### config.mk
export PLATFORM = sky130hd
export DESIGN_NAME = merge_block_ctrl
export DESIGN_NICKNAME = d
export VERILOG_FILES = /design/src/rtl/mgc_pkg.sv /design/src/rtl/mgc_word_merge.sv /design/src/rtl/mgc_cnt_step.sv /design/src/rtl/merge_block_ctrl.sv
export SDC_FILE = /design/constraint.sdc
export NUM_CORES = 1
export LEC_CHECK = 0
export ABC_CLOCK_PERIOD_IN_PS = 12000
export BUFFER_PORTS_ARGS = -buffer_cell sky130_fd_sc_hd__buf_4
export CELL_PAD_IN_SITES_DETAIL_PLACEMENT = 1
export CELL_PAD_IN_SITES_GLOBAL_PLACEMENT = 1
export CORE_AREA = 2 2 238 240
export CTS_CLUSTER_DIAMETER = 60
export DETAILED_ROUTE_END_ITERATION = 16
export DIE_AREA = 0 0 240 242
export MAX_ROUTING_LAYER = met4
export PLACE_DENSITY_LB_ADDON = 0.1
export SLEW_MARGIN = 5
export SYNTH_ARGS = -nofsm -noshare
export SYNTH_HDL_FRONTEND = slang
export SYNTH_HIERARCHICAL = 1
export SYNTH_SLANG_ARGS = --single-unit
### constraint.sdc
create_clock -name clk -period 12 [get_ports clk]
set_input_delay 1.2 -clock clk [delete_from_list [all_inputs] [get_ports clk]]
set_output_delay 1.2 -clock clk [all_outputs]
set_load 0.05 [all_outputs]
### src/rtl/mgc_pkg.sv
package mgc_pkg;
    typedef enum logic [2:0] {
        OP_FETCH  = 3'd0,
        OP_FLUSH  = 3'd1,
        OP_DROP   = 3'd2,
        OP_BRD    = 3'd3,
        OP_BWR    = 3'd4,
        OP_LOCK   = 3'd5,
        OP_UNLOCK = 3'd6,
        OP_TAS    = 3'd7
    } mg_op_e;
endpackage

### src/rtl/mgc_word_merge.sv
// Decides whether one incoming word may replace the stored one.
module mgc_word_merge #(
    parameter int WORD_W = 16
) (
    input  logic [WORD_W-1:0] old_w,
    input  logic [WORD_W-1:0] new_w,
    input  logic              taken,
    output logic              wr_en,
    output logic [WORD_W-1:0] wr_w
);
    always_comb begin
        wr_en = !taken && (old_w != new_w);
        wr_w  = wr_en ? new_w : old_w;
    end
endmodule

### src/rtl/mgc_cnt_step.sv
// Holder count update: increment, guarded decrement, zero detection.
module mgc_cnt_step #(
    parameter int CNT_W = 3
) (
    input  logic [CNT_W-1:0] cnt,
    input  logic             inc,
    input  logic             dec,
    output logic [CNT_W-1:0] cnt_nxt,
    output logic             hit_zero,
    output logic             underflow
);
    always_comb begin
        underflow = dec && (cnt == '0);
        hit_zero  = dec && (cnt == CNT_W'(1));
        if (inc)
            cnt_nxt = cnt + CNT_W'(1);
        else if (dec && !underflow)
            cnt_nxt = cnt - CNT_W'(1);
        else
            cnt_nxt = cnt;
    end
endmodule

### src/rtl/merge_block_ctrl.sv
module merge_block_ctrl #(
    parameter int NUM_BLOCKS = 4,
    parameter int WORDS      = 4,
    parameter int WORD_W     = 16,
    parameter int NUM_PE     = 4,
    localparam int BLK_W     = $clog2(NUM_BLOCKS),
    localparam int WIDX_W    = $clog2(WORDS),
    localparam int ID_W      = $clog2(NUM_PE),
    localparam int LINE_W    = WORDS * WORD_W
) (
    input  logic              clk,
    input  logic              rst_n,
    input  logic              req_valid,
    input  logic [2:0]        req_op,
    input  logic [BLK_W-1:0]  req_blk,
    input  logic [WIDX_W-1:0] req_word,
    input  logic [ID_W-1:0]   req_pe,
    input  logic [LINE_W-1:0] req_data,
    output logic              busy,
    output logic              rsp_valid,
    output logic              rsp_flag,
    output logic [ID_W-1:0]   rsp_pe,
    output logic [LINE_W-1:0] rsp_data,
    output logic              susp_valid,
    output logic [ID_W-1:0]   susp_pe,
    output logic [BLK_W-1:0]  susp_blk,
    output logic              reinit_valid,
    output logic [BLK_W-1:0]  reinit_blk,
    output logic              proto_err
);
    import mgc_pkg::*;

    // Block counts and words per block are powers of two: addresses are {blk, word}.
    localparam int CNT_W  = $clog2(NUM_PE + 1);
    localparam int ADDR_W = BLK_W + WIDX_W;
    localparam int CELLS  = NUM_BLOCKS * WORDS;

    typedef struct packed {
        logic                                merging;
        logic [WIDX_W-1:0]                   idx;
        logic [BLK_W-1:0]                    blk;
        logic [LINE_W-1:0]                   line;
        logic [NUM_BLOCKS-1:0][CNT_W-1:0]    cnt;
        logic [NUM_BLOCKS-1:0]               susp;
        logic [NUM_BLOCKS-1:0][WORDS-1:0]    mask;
        logic [CELLS-1:0][WORD_W-1:0]        mem;
        logic                                o_rsp;
        logic                                o_flag;
        logic                                o_susp;
        logic                                o_reinit;
        logic                                o_err;
        logic [ID_W-1:0]                     o_pe;
        logic [BLK_W-1:0]                    o_blk;
        logic [LINE_W-1:0]                   o_data;
    } ctrl_st_t;

    ctrl_st_t st_d, st_q;

    logic              accept;
    mg_op_e            op;
    logic [BLK_W-1:0]  sel_blk;
    logic              last_step;
    logic              cnt_inc, cnt_dec;
    logic [CNT_W-1:0]  cnt_nxt;
    logic              cnt_zero, cnt_uflow;
    logic [ADDR_W-1:0] m_addr;
    logic              m_we;
    logic [WORD_W-1:0] m_word;
    logic [ADDR_W-1:0] r_base;

    assign accept    = req_valid && !st_q.merging;
    assign op        = mg_op_e'(req_op);
    assign sel_blk   = st_q.merging ? st_q.blk : req_blk;
    assign last_step = st_q.merging && (st_q.idx == WIDX_W'(WORDS - 1));
    assign cnt_inc   = accept && (op == OP_FETCH) && !st_q.susp[req_blk];
    assign cnt_dec   = last_step || (accept && (op == OP_DROP));
    assign m_addr    = {st_q.blk, st_q.idx};
    assign r_base    = {req_blk, {WIDX_W{1'b0}}};

    mgc_cnt_step #(.CNT_W(CNT_W)) u_cnt (
        .cnt       (st_q.cnt[sel_blk]),
        .inc       (cnt_inc),
        .dec       (cnt_dec),
        .cnt_nxt   (cnt_nxt),
        .hit_zero  (cnt_zero),
        .underflow (cnt_uflow)
    );

    mgc_word_merge #(.WORD_W(WORD_W)) u_merge (
        .old_w (st_q.mem[m_addr]),
        .new_w (st_q.line[st_q.idx*WORD_W +: WORD_W]),
        .taken (st_q.mask[st_q.blk][st_q.idx]),
        .wr_en (m_we),
        .wr_w  (m_word)
    );

    always_comb begin
        st_d          = st_q;
        st_d.o_rsp    = 1'b0;
        st_d.o_flag   = 1'b0;
        st_d.o_susp   = 1'b0;
        st_d.o_reinit = 1'b0;
        st_d.o_err    = 1'b0;
        st_d.o_data   = '0;

        if (st_q.merging) begin
            if (m_we) begin
                st_d.mem[m_addr]                = m_word;
                st_d.mask[st_q.blk][st_q.idx]   = 1'b1;
            end
            if (last_step) begin
                st_d.merging        = 1'b0;
                st_d.cnt[st_q.blk]  = cnt_nxt;
                st_d.susp[st_q.blk] = 1'b1;
                if (cnt_zero) begin
                    st_d.mask[st_q.blk] = '0;
                    st_d.susp[st_q.blk] = 1'b0;
                    st_d.o_reinit       = 1'b1;
                    st_d.o_blk          = st_q.blk;
                end
            end else begin
                st_d.idx = st_q.idx + WIDX_W'(1);
            end
        end else if (accept) begin
            st_d.o_pe  = req_pe;
            st_d.o_blk = req_blk;
            unique case (op)
                OP_FETCH: begin
                    if (st_q.susp[req_blk]) begin
                        st_d.o_susp = 1'b1;
                    end else begin
                        st_d.cnt[req_blk] = cnt_nxt;
                        st_d.o_rsp        = 1'b1;
                        st_d.o_data       = st_q.mem[r_base +: WORDS];
                    end
                end
                OP_FLUSH: begin
                    if (st_q.cnt[req_blk] == '0) begin
                        st_d.o_err = 1'b1;
                    end else if (st_q.cnt[req_blk] == CNT_W'(1) && !st_q.susp[req_blk]) begin
                        st_d.mem[r_base +: WORDS] = req_data;
                        st_d.cnt[req_blk]         = '0;
                        st_d.mask[req_blk]        = '0;
                        st_d.o_reinit             = 1'b1;
                    end else begin
                        st_d.merging = 1'b1;
                        st_d.idx     = '0;
                        st_d.blk     = req_blk;
                        st_d.line    = req_data;
                    end
                end
                OP_DROP: begin
                    if (cnt_uflow) begin
                        st_d.o_err = 1'b1;
                    end else begin
                        st_d.cnt[req_blk] = cnt_nxt;
                        if (cnt_zero) begin
                            st_d.mask[req_blk] = '0;
                            st_d.susp[req_blk] = 1'b0;
                            st_d.o_reinit      = 1'b1;
                        end
                    end
                end
                OP_BRD: begin
                    st_d.o_rsp  = 1'b1;
                    st_d.o_data = LINE_W'(st_q.mem[{req_blk, req_word}]);
                end
                OP_BWR: begin
                    st_d.mem[{req_blk, req_word}] = req_data[WORD_W-1:0];
                end
                OP_LOCK: begin
                    if (st_q.susp[req_blk]) begin
                        st_d.o_susp = 1'b1;
                    end else begin
                        st_d.susp[req_blk] = 1'b1;
                        st_d.o_rsp         = 1'b1;
                    end
                end
                OP_UNLOCK: begin
                    st_d.mask[req_blk] = '0;
                    st_d.susp[req_blk] = 1'b0;
                    st_d.o_reinit      = 1'b1;
                end
                OP_TAS: begin
                    st_d.o_rsp         = 1'b1;
                    st_d.o_flag        = st_q.susp[req_blk];
                    st_d.susp[req_blk] = 1'b1;
                end
                default: ;
            endcase
        end
    end

    always_ff @(posedge clk) begin
        if (!rst_n) st_q <= '0;
        else        st_q <= st_d;
    end

    assign busy         = st_q.merging;
    assign rsp_valid    = st_q.o_rsp;
    assign rsp_flag     = st_q.o_flag;
    assign rsp_pe       = st_q.o_pe;
    assign rsp_data     = st_q.o_data;
    assign susp_valid   = st_q.o_susp;
    assign susp_pe      = st_q.o_pe;
    assign susp_blk     = st_q.o_blk;
    assign reinit_valid = st_q.o_reinit;
    assign reinit_blk   = st_q.o_blk;
    assign proto_err    = st_q.o_err;
endmodule

; Word-level counts from Yosys, hierarchy flattened
; Index checks and enable logic that the tools add are counted.
[word_totals]
reg_bits = 430
latchBits = 0
ramBits = 0
romBits = 0
n_memories = 0
[op_classes]
addsub = 4
n_mul = 0
n_div = 0
order_cmp = 11
n_eq_ne = 23
shifts = 34
mux = 86
n_bitwise = 20
reduce_logical = 42
[ops]
columns = cell, count
row1 = $mux W272, 4
row2 = $bwmux W256, 3
row3 = $pmux W256 S2, 1
row4 = $mux W430, 1
row5 = $mux W288, 1
row6 = $shiftx A16 B5 Y4, 16
row7 = $shiftx A4 B6 Y16, 16
row8 = $mux W69, 2
row9 = $bmux W16 S4, 2
row10 = $demux W16 S4, 2
row11 = $pmux W64 S2, 1
row12 = $mux W81, 1
row13 = $mux W16, 5
row14 = $mux W32, 2
row15 = $mux W64, 1
row16 = $shiftx A64 B7 Y16, 1
row17 = $pmux W16 S3, 1
row18 = $mux W20, 2
row19 = $pmux W12 S3, 1
row20 = $and A16 B16 Y16, 2
row21 = $not A16 Y16, 2
row22 = $bwmux W12, 2
row23 = $demux W4 S2, 3
row24 = $mux W12, 2
row25 = other kinds (52), 146

; Depth between registers and ports, before layout
[logic_depth]
ltp_word = 14
depth_mapped = 16
ltp_nobuf = 12

; Cells and area by module
; Netlist, hierarchy kept.
[by_module_without_submodules]
columns = module, n_inst, cells_per_inst, area_each_um2
row1 = merge_block_ctrl, 1, 3065, 28122.0
row2 = mgc_word_merge, 1, 38, 406.6
row3 = mgc_cnt_step, 1, 20, 165.2

; Least setup slack after synthesis
; Ideal clock, no wire load.
[synth_timing]
kind = reg2reg
start = register st_q, in the netlist m_addr[0]
end = register st_q[222] (netlist bit)
setup_ns = 0.121
t_arrival_ns = 4.537
slack_ns = 7.342
stages_incl_launch_ff = 16
path_buffers = 6
synth_period_minus_slack_ns = 4.658
path_cell_list = dfxtp_1 clkbuf_1 buf_1 mux4_2 mux4_2 xor2_1 nor4_1 a41oi_2 buf_6 and2_1 clkbuf_1 clkbuf_1 a22oi_1 nand3_4 buf_4 mux2i_1
[synth_between]
elab_chain_len = 9
elab_cells_between_ends = 20
cone_classes = order compare (2) / eq/ne (2) / shift (1) / mux (11) / reduce/logical (4)
[synth_rtl]
columns = item, line
row1 = start: declaration, merge_block_ctrl.sv:57  ; ctrl_st_t st_d, st_q;
row2 = start signal: assignment, merge_block_ctrl.sv:196  ; else st_q <= st_d;
row3 = branches (longest 3 deep; another with $shiftx A64 B7 Y16), --
row4 = $logic_and A1 B1 Y1 (*), mgc_word_merge.sv:12  ; wr_en = !taken && (old_w != new_w);
row5 = via m_we, merge_block_ctrl.sv:67  ; logic m_we;
row6 = $mux W16, mgc_word_merge.sv:13  ; wr_w = wr_en ? new_w : old_w;
row7 = $bwmux W256, merge_block_ctrl.sv:108  ; st_d.mem[m_addr] = m_word;
row8 = $mux W272, merge_block_ctrl.sv:107  ; if (m_we) begin
row9 = $mux W272, merge_block_ctrl.sv:106  ; if (st_q.merging) begin
row10 = $mux W288, merge_block_ctrl.sv:106
; Mark *: on every way through the listed nets, which the timed path passes. The select of a mux whose other input is x is not followed.
; A chain may end at the register's enable or synchronous reset.

; Worst setup path after layout
[layout_timing]
start = register st_q, in the netlist m_addr[0]
end = register st_q[140] (netlist bit)
; The elaborated chain is that of the path after synthesis.

==> flow_summary.toml <==
[status]
status = "finished, final reports clean"

[sta]
post-route-period-util_pct = 52.3
clock_skew_ns = 0.0195
fmax_ghz = 0.159
rsz0062_at_grt = "false"
finalSetupViolCount = 0
maxSlewViolCount = 0
max-slew-margin-rel_pct = 7.11
whs_ns = 0.459
period_minus_slack_ns = 6.27
worst_pin_slew_ns = 1.36
hold_viol_final = 0
fin_tns_setup_ns = 0

[die]
row_count = 87
die_h_um = 242
start_util_pct = 51.5
io-pin-count = 154
fp.coreArea_um2 = 55700
die_area_um2 = 58100
dieWidth_um = 240

[finish]
syn_to_final_growth_pct = 9.26
drive_above_1_share_pct = 20.0
fin_nets = 3084

[placement]
io_buffers = 153
dp_hpwl_um = 80400
place_congestion = 0.992

[setup_path]
rrSetupSlack_ns = 5.73
critPathMaxFanout = 53
endpoint_kind = "flip-flop"
rr_endpoint = "st_q[140]"
cpPeakStageDelay_ns = 1.06
cp_cell_sequence = "buf_4 -> mux4_2 -> mux4_2 -> xor2_1 -> nor4_1 -> a41oi_2 -> buf_4 -> nand2_1 -> o21ai_1 -> nand3_2 -> mux2i_1"
crit_path_start_kind = "flip-flop"
reg2regPathDepth = 11
worstSetupPathType = "reg2reg"
worstPathRequired_ns = 12.52
r2r_start = "m_addr[0]"
crit_slowest_cell = "dfxtp_4"
crit_arrival_ns = 6.79

[drt]
wl_um = 132000
first_pass_iters = 6
route.vias.total = 27800
drc_errors = 0
drt_iter0_drc = 3870
wl_per_cell_um = 34.7
drtAntennaViolNets = 0
viasPerCell = 7.30

[synth]
synth_top_area_share_pct = 30.0
syn-num-nets = 3211
synth_edf_count = 0
ys_async_sr_fraction_pct = 0
synth_top_cells_by_area = "dfxtp_1 30%, mux4_2 19%, mux2i_1 12%"
ys_ff_latch = 430
netlist_top_cells_count = "701 x nand2_1, 430 x dfxtp_1, 342 x mux2i_1"
yosysTopAreaCell = "dfxtp_1"
synth_most_common_cell = "nand2_1"
ys_seq_area_share_pct = 30.0
avgSynthCellArea_um2 = 9.19
yosys_warnings = 6
yosysUniqueCellTypes = 74
synth_ff_type = "dfxtp_1"
syn-cell-area_um2 = 28700
syn_inst = 3123

[clock_network]
htreeDepth = 2
clk_pin_slew_worst_paths_ns = 0.06
post_cts_resized = 0
cts-hold-fix-buffers = 0
root_buffer = "clkbuf_16"
cts_tree = "built"
clkSinkCount = 430
cts-buffers-inserted = 54
clock_path_buffers = 3
insertion_delay_ns = 0.63
postCtsSetupBuffers = 0

[hold_path]
hold_class = "reg2reg"
worstHoldStart = "st_q[415]"
hold_path_end = "st_q[415]"
hold_depth = 2

[grt]
antenna_found_initial = 9
grt_use_total_pct = 46.1
grt_max_degree = 237
grt_pass1_vias = 27400
grt_pass1_wl_um = 189000
overflow = 0

[pwr]
cell_internal_pwr_uw = 2540
clockPowerShare_pct = 48.6
p_switching_uw = 1010
leakage_uw = 0.0115
pwr-share-comb_pct = 10.9
power_density_nw_per_um2 = 113
ir_worst_vdd_uv = 109
p_seq_share_pct = 40.4
swShare_pct = 28.5

[flow_run]
max-cap-violations = 0
[cell type report]
type | instances | area (um2)
repair buffers | 213 | 1640
flip-flops and latches | 430 | 8620
clock inverters | 33 | 349
multi-input cells | 2258 | 18100
well taps | 756 | 946
clock buffers | 67 | 1500
inverters | 39 | 146
fillers | 6223 | 24400
diodes | 9 | 22.5
[power groups by stage]
stage          sequential, uW  combinational [uW]  clock, uW
6_report                 1440                 388       1730
3_5_place_dp             1470                 366          0
5_1_grt                  1440                 395       1780
4_1_cts                  1440                 368       1720
3_3_place_gp             1470                 358          0
2_1_floorplan            1470                 221          0
[cell usage in the layout, fill, tap and decap left out, types with 52 or more instances in the layout]
cell type,synthesis,layout
o21ai_0,91,78
nor4_1,53,53
nor2_1,77,77
nor2b_1,53,52
buf_4,92,209
nand2_1,701,700
o32ai_1,160,160
clkbuf_16,0,55
a21oi_1,194,193
mux2i_1,342,340
dfxtp_1,430,427
mux4_2,238,238
and2_1,57,56
[logic make-up (layout without fill, tap and decap cells)]
logic type / Yosys count / count (layout) / synth area share (%)
AND/OR/NAND/NOR: 1031 / 1031 / 16.3
multiplexers: 597 / 597 / 31.4
buffers and inverters: 435 / 352 / 7.22
adder cells (fa/ha/maj): 12 / 12 / 0.523
AO/OA/AOI/OAI: 601 / 601 / 14.1
flip-flops: 430 / 430 / 30.0
other: 0 / 9 / 0
XOR/XNOR: 17 / 17 / 0.519
[how the worst max path moves through the flow]
stage	startpoint	endpoint	slack, ns	depth (start not counted)
after floorplan	m_addr[0]	st_q[222]	7.34	15
after global placement	m_addr[0]	st_q[178]	6.12	11
after detailed placement	m_addr[0]	st_q[140]	5.94	11
after CTS	m_addr[0]	st_q[140]	5.95	11
after global routing	m_addr[0]	st_q[148]	5.57	11
final	m_addr[0]	st_q[140]	5.73	11
[flip-flops by register name, indices dropped and copies added, names as in the netlist]
name          count
rsp_valid         1
rsp_pe            2
m_addr            4
rsp_flag          1
proto_err         1
st_q            352
susp_valid        1
busy              1
reinit_blk        2
rsp_data         64
reinit_valid      1
[through the flow]
stage / setup WS (ns) / utilization [%] / area [um2] / power (uW) / std cells
after floorplan: 7.34 / - / 28700 / 1690 / 3123
after global placement: 6.12 / 52.9 / 29500 / 1820 / 3696
after detailed placement: 5.94 / 52.9 / 29500 / 1830 / 3696
after CTS: 5.95 / 56.2 / 31300 / 3530 / 3796
after global routing: 5.57 / 56.2 / 31300 / 3610 / 3803
final: 5.73 / 56.3 / 31400 / 3550 / 3805
[routing by layer]
layer | vias to the layer above | global-route usage (%) | routed length (um)
li1 | 11200 | - | -
met1 | 13800 | 55.6 | 47400
met2 | 2123 | 64.1 | 55300
met3 | 699 | 15.5 | 17900
met4 | 0 | 33.0 | 11400
met5 | - | - | 0
[worst max-delay path: cells and delay by family (launching register included)]
family | cells | cell delay, ns
AOI/OAI and AO/OA | 2 | 0.60
DFF | 1 | 1.06
buffers and inverters | 2 | 1.13
and+or+nand+nor | 3 | 1.34
xor gates and xnor gates | 1 | 0.26
muxes | 3 | 1.65
(Power assumes the default switching activity.)
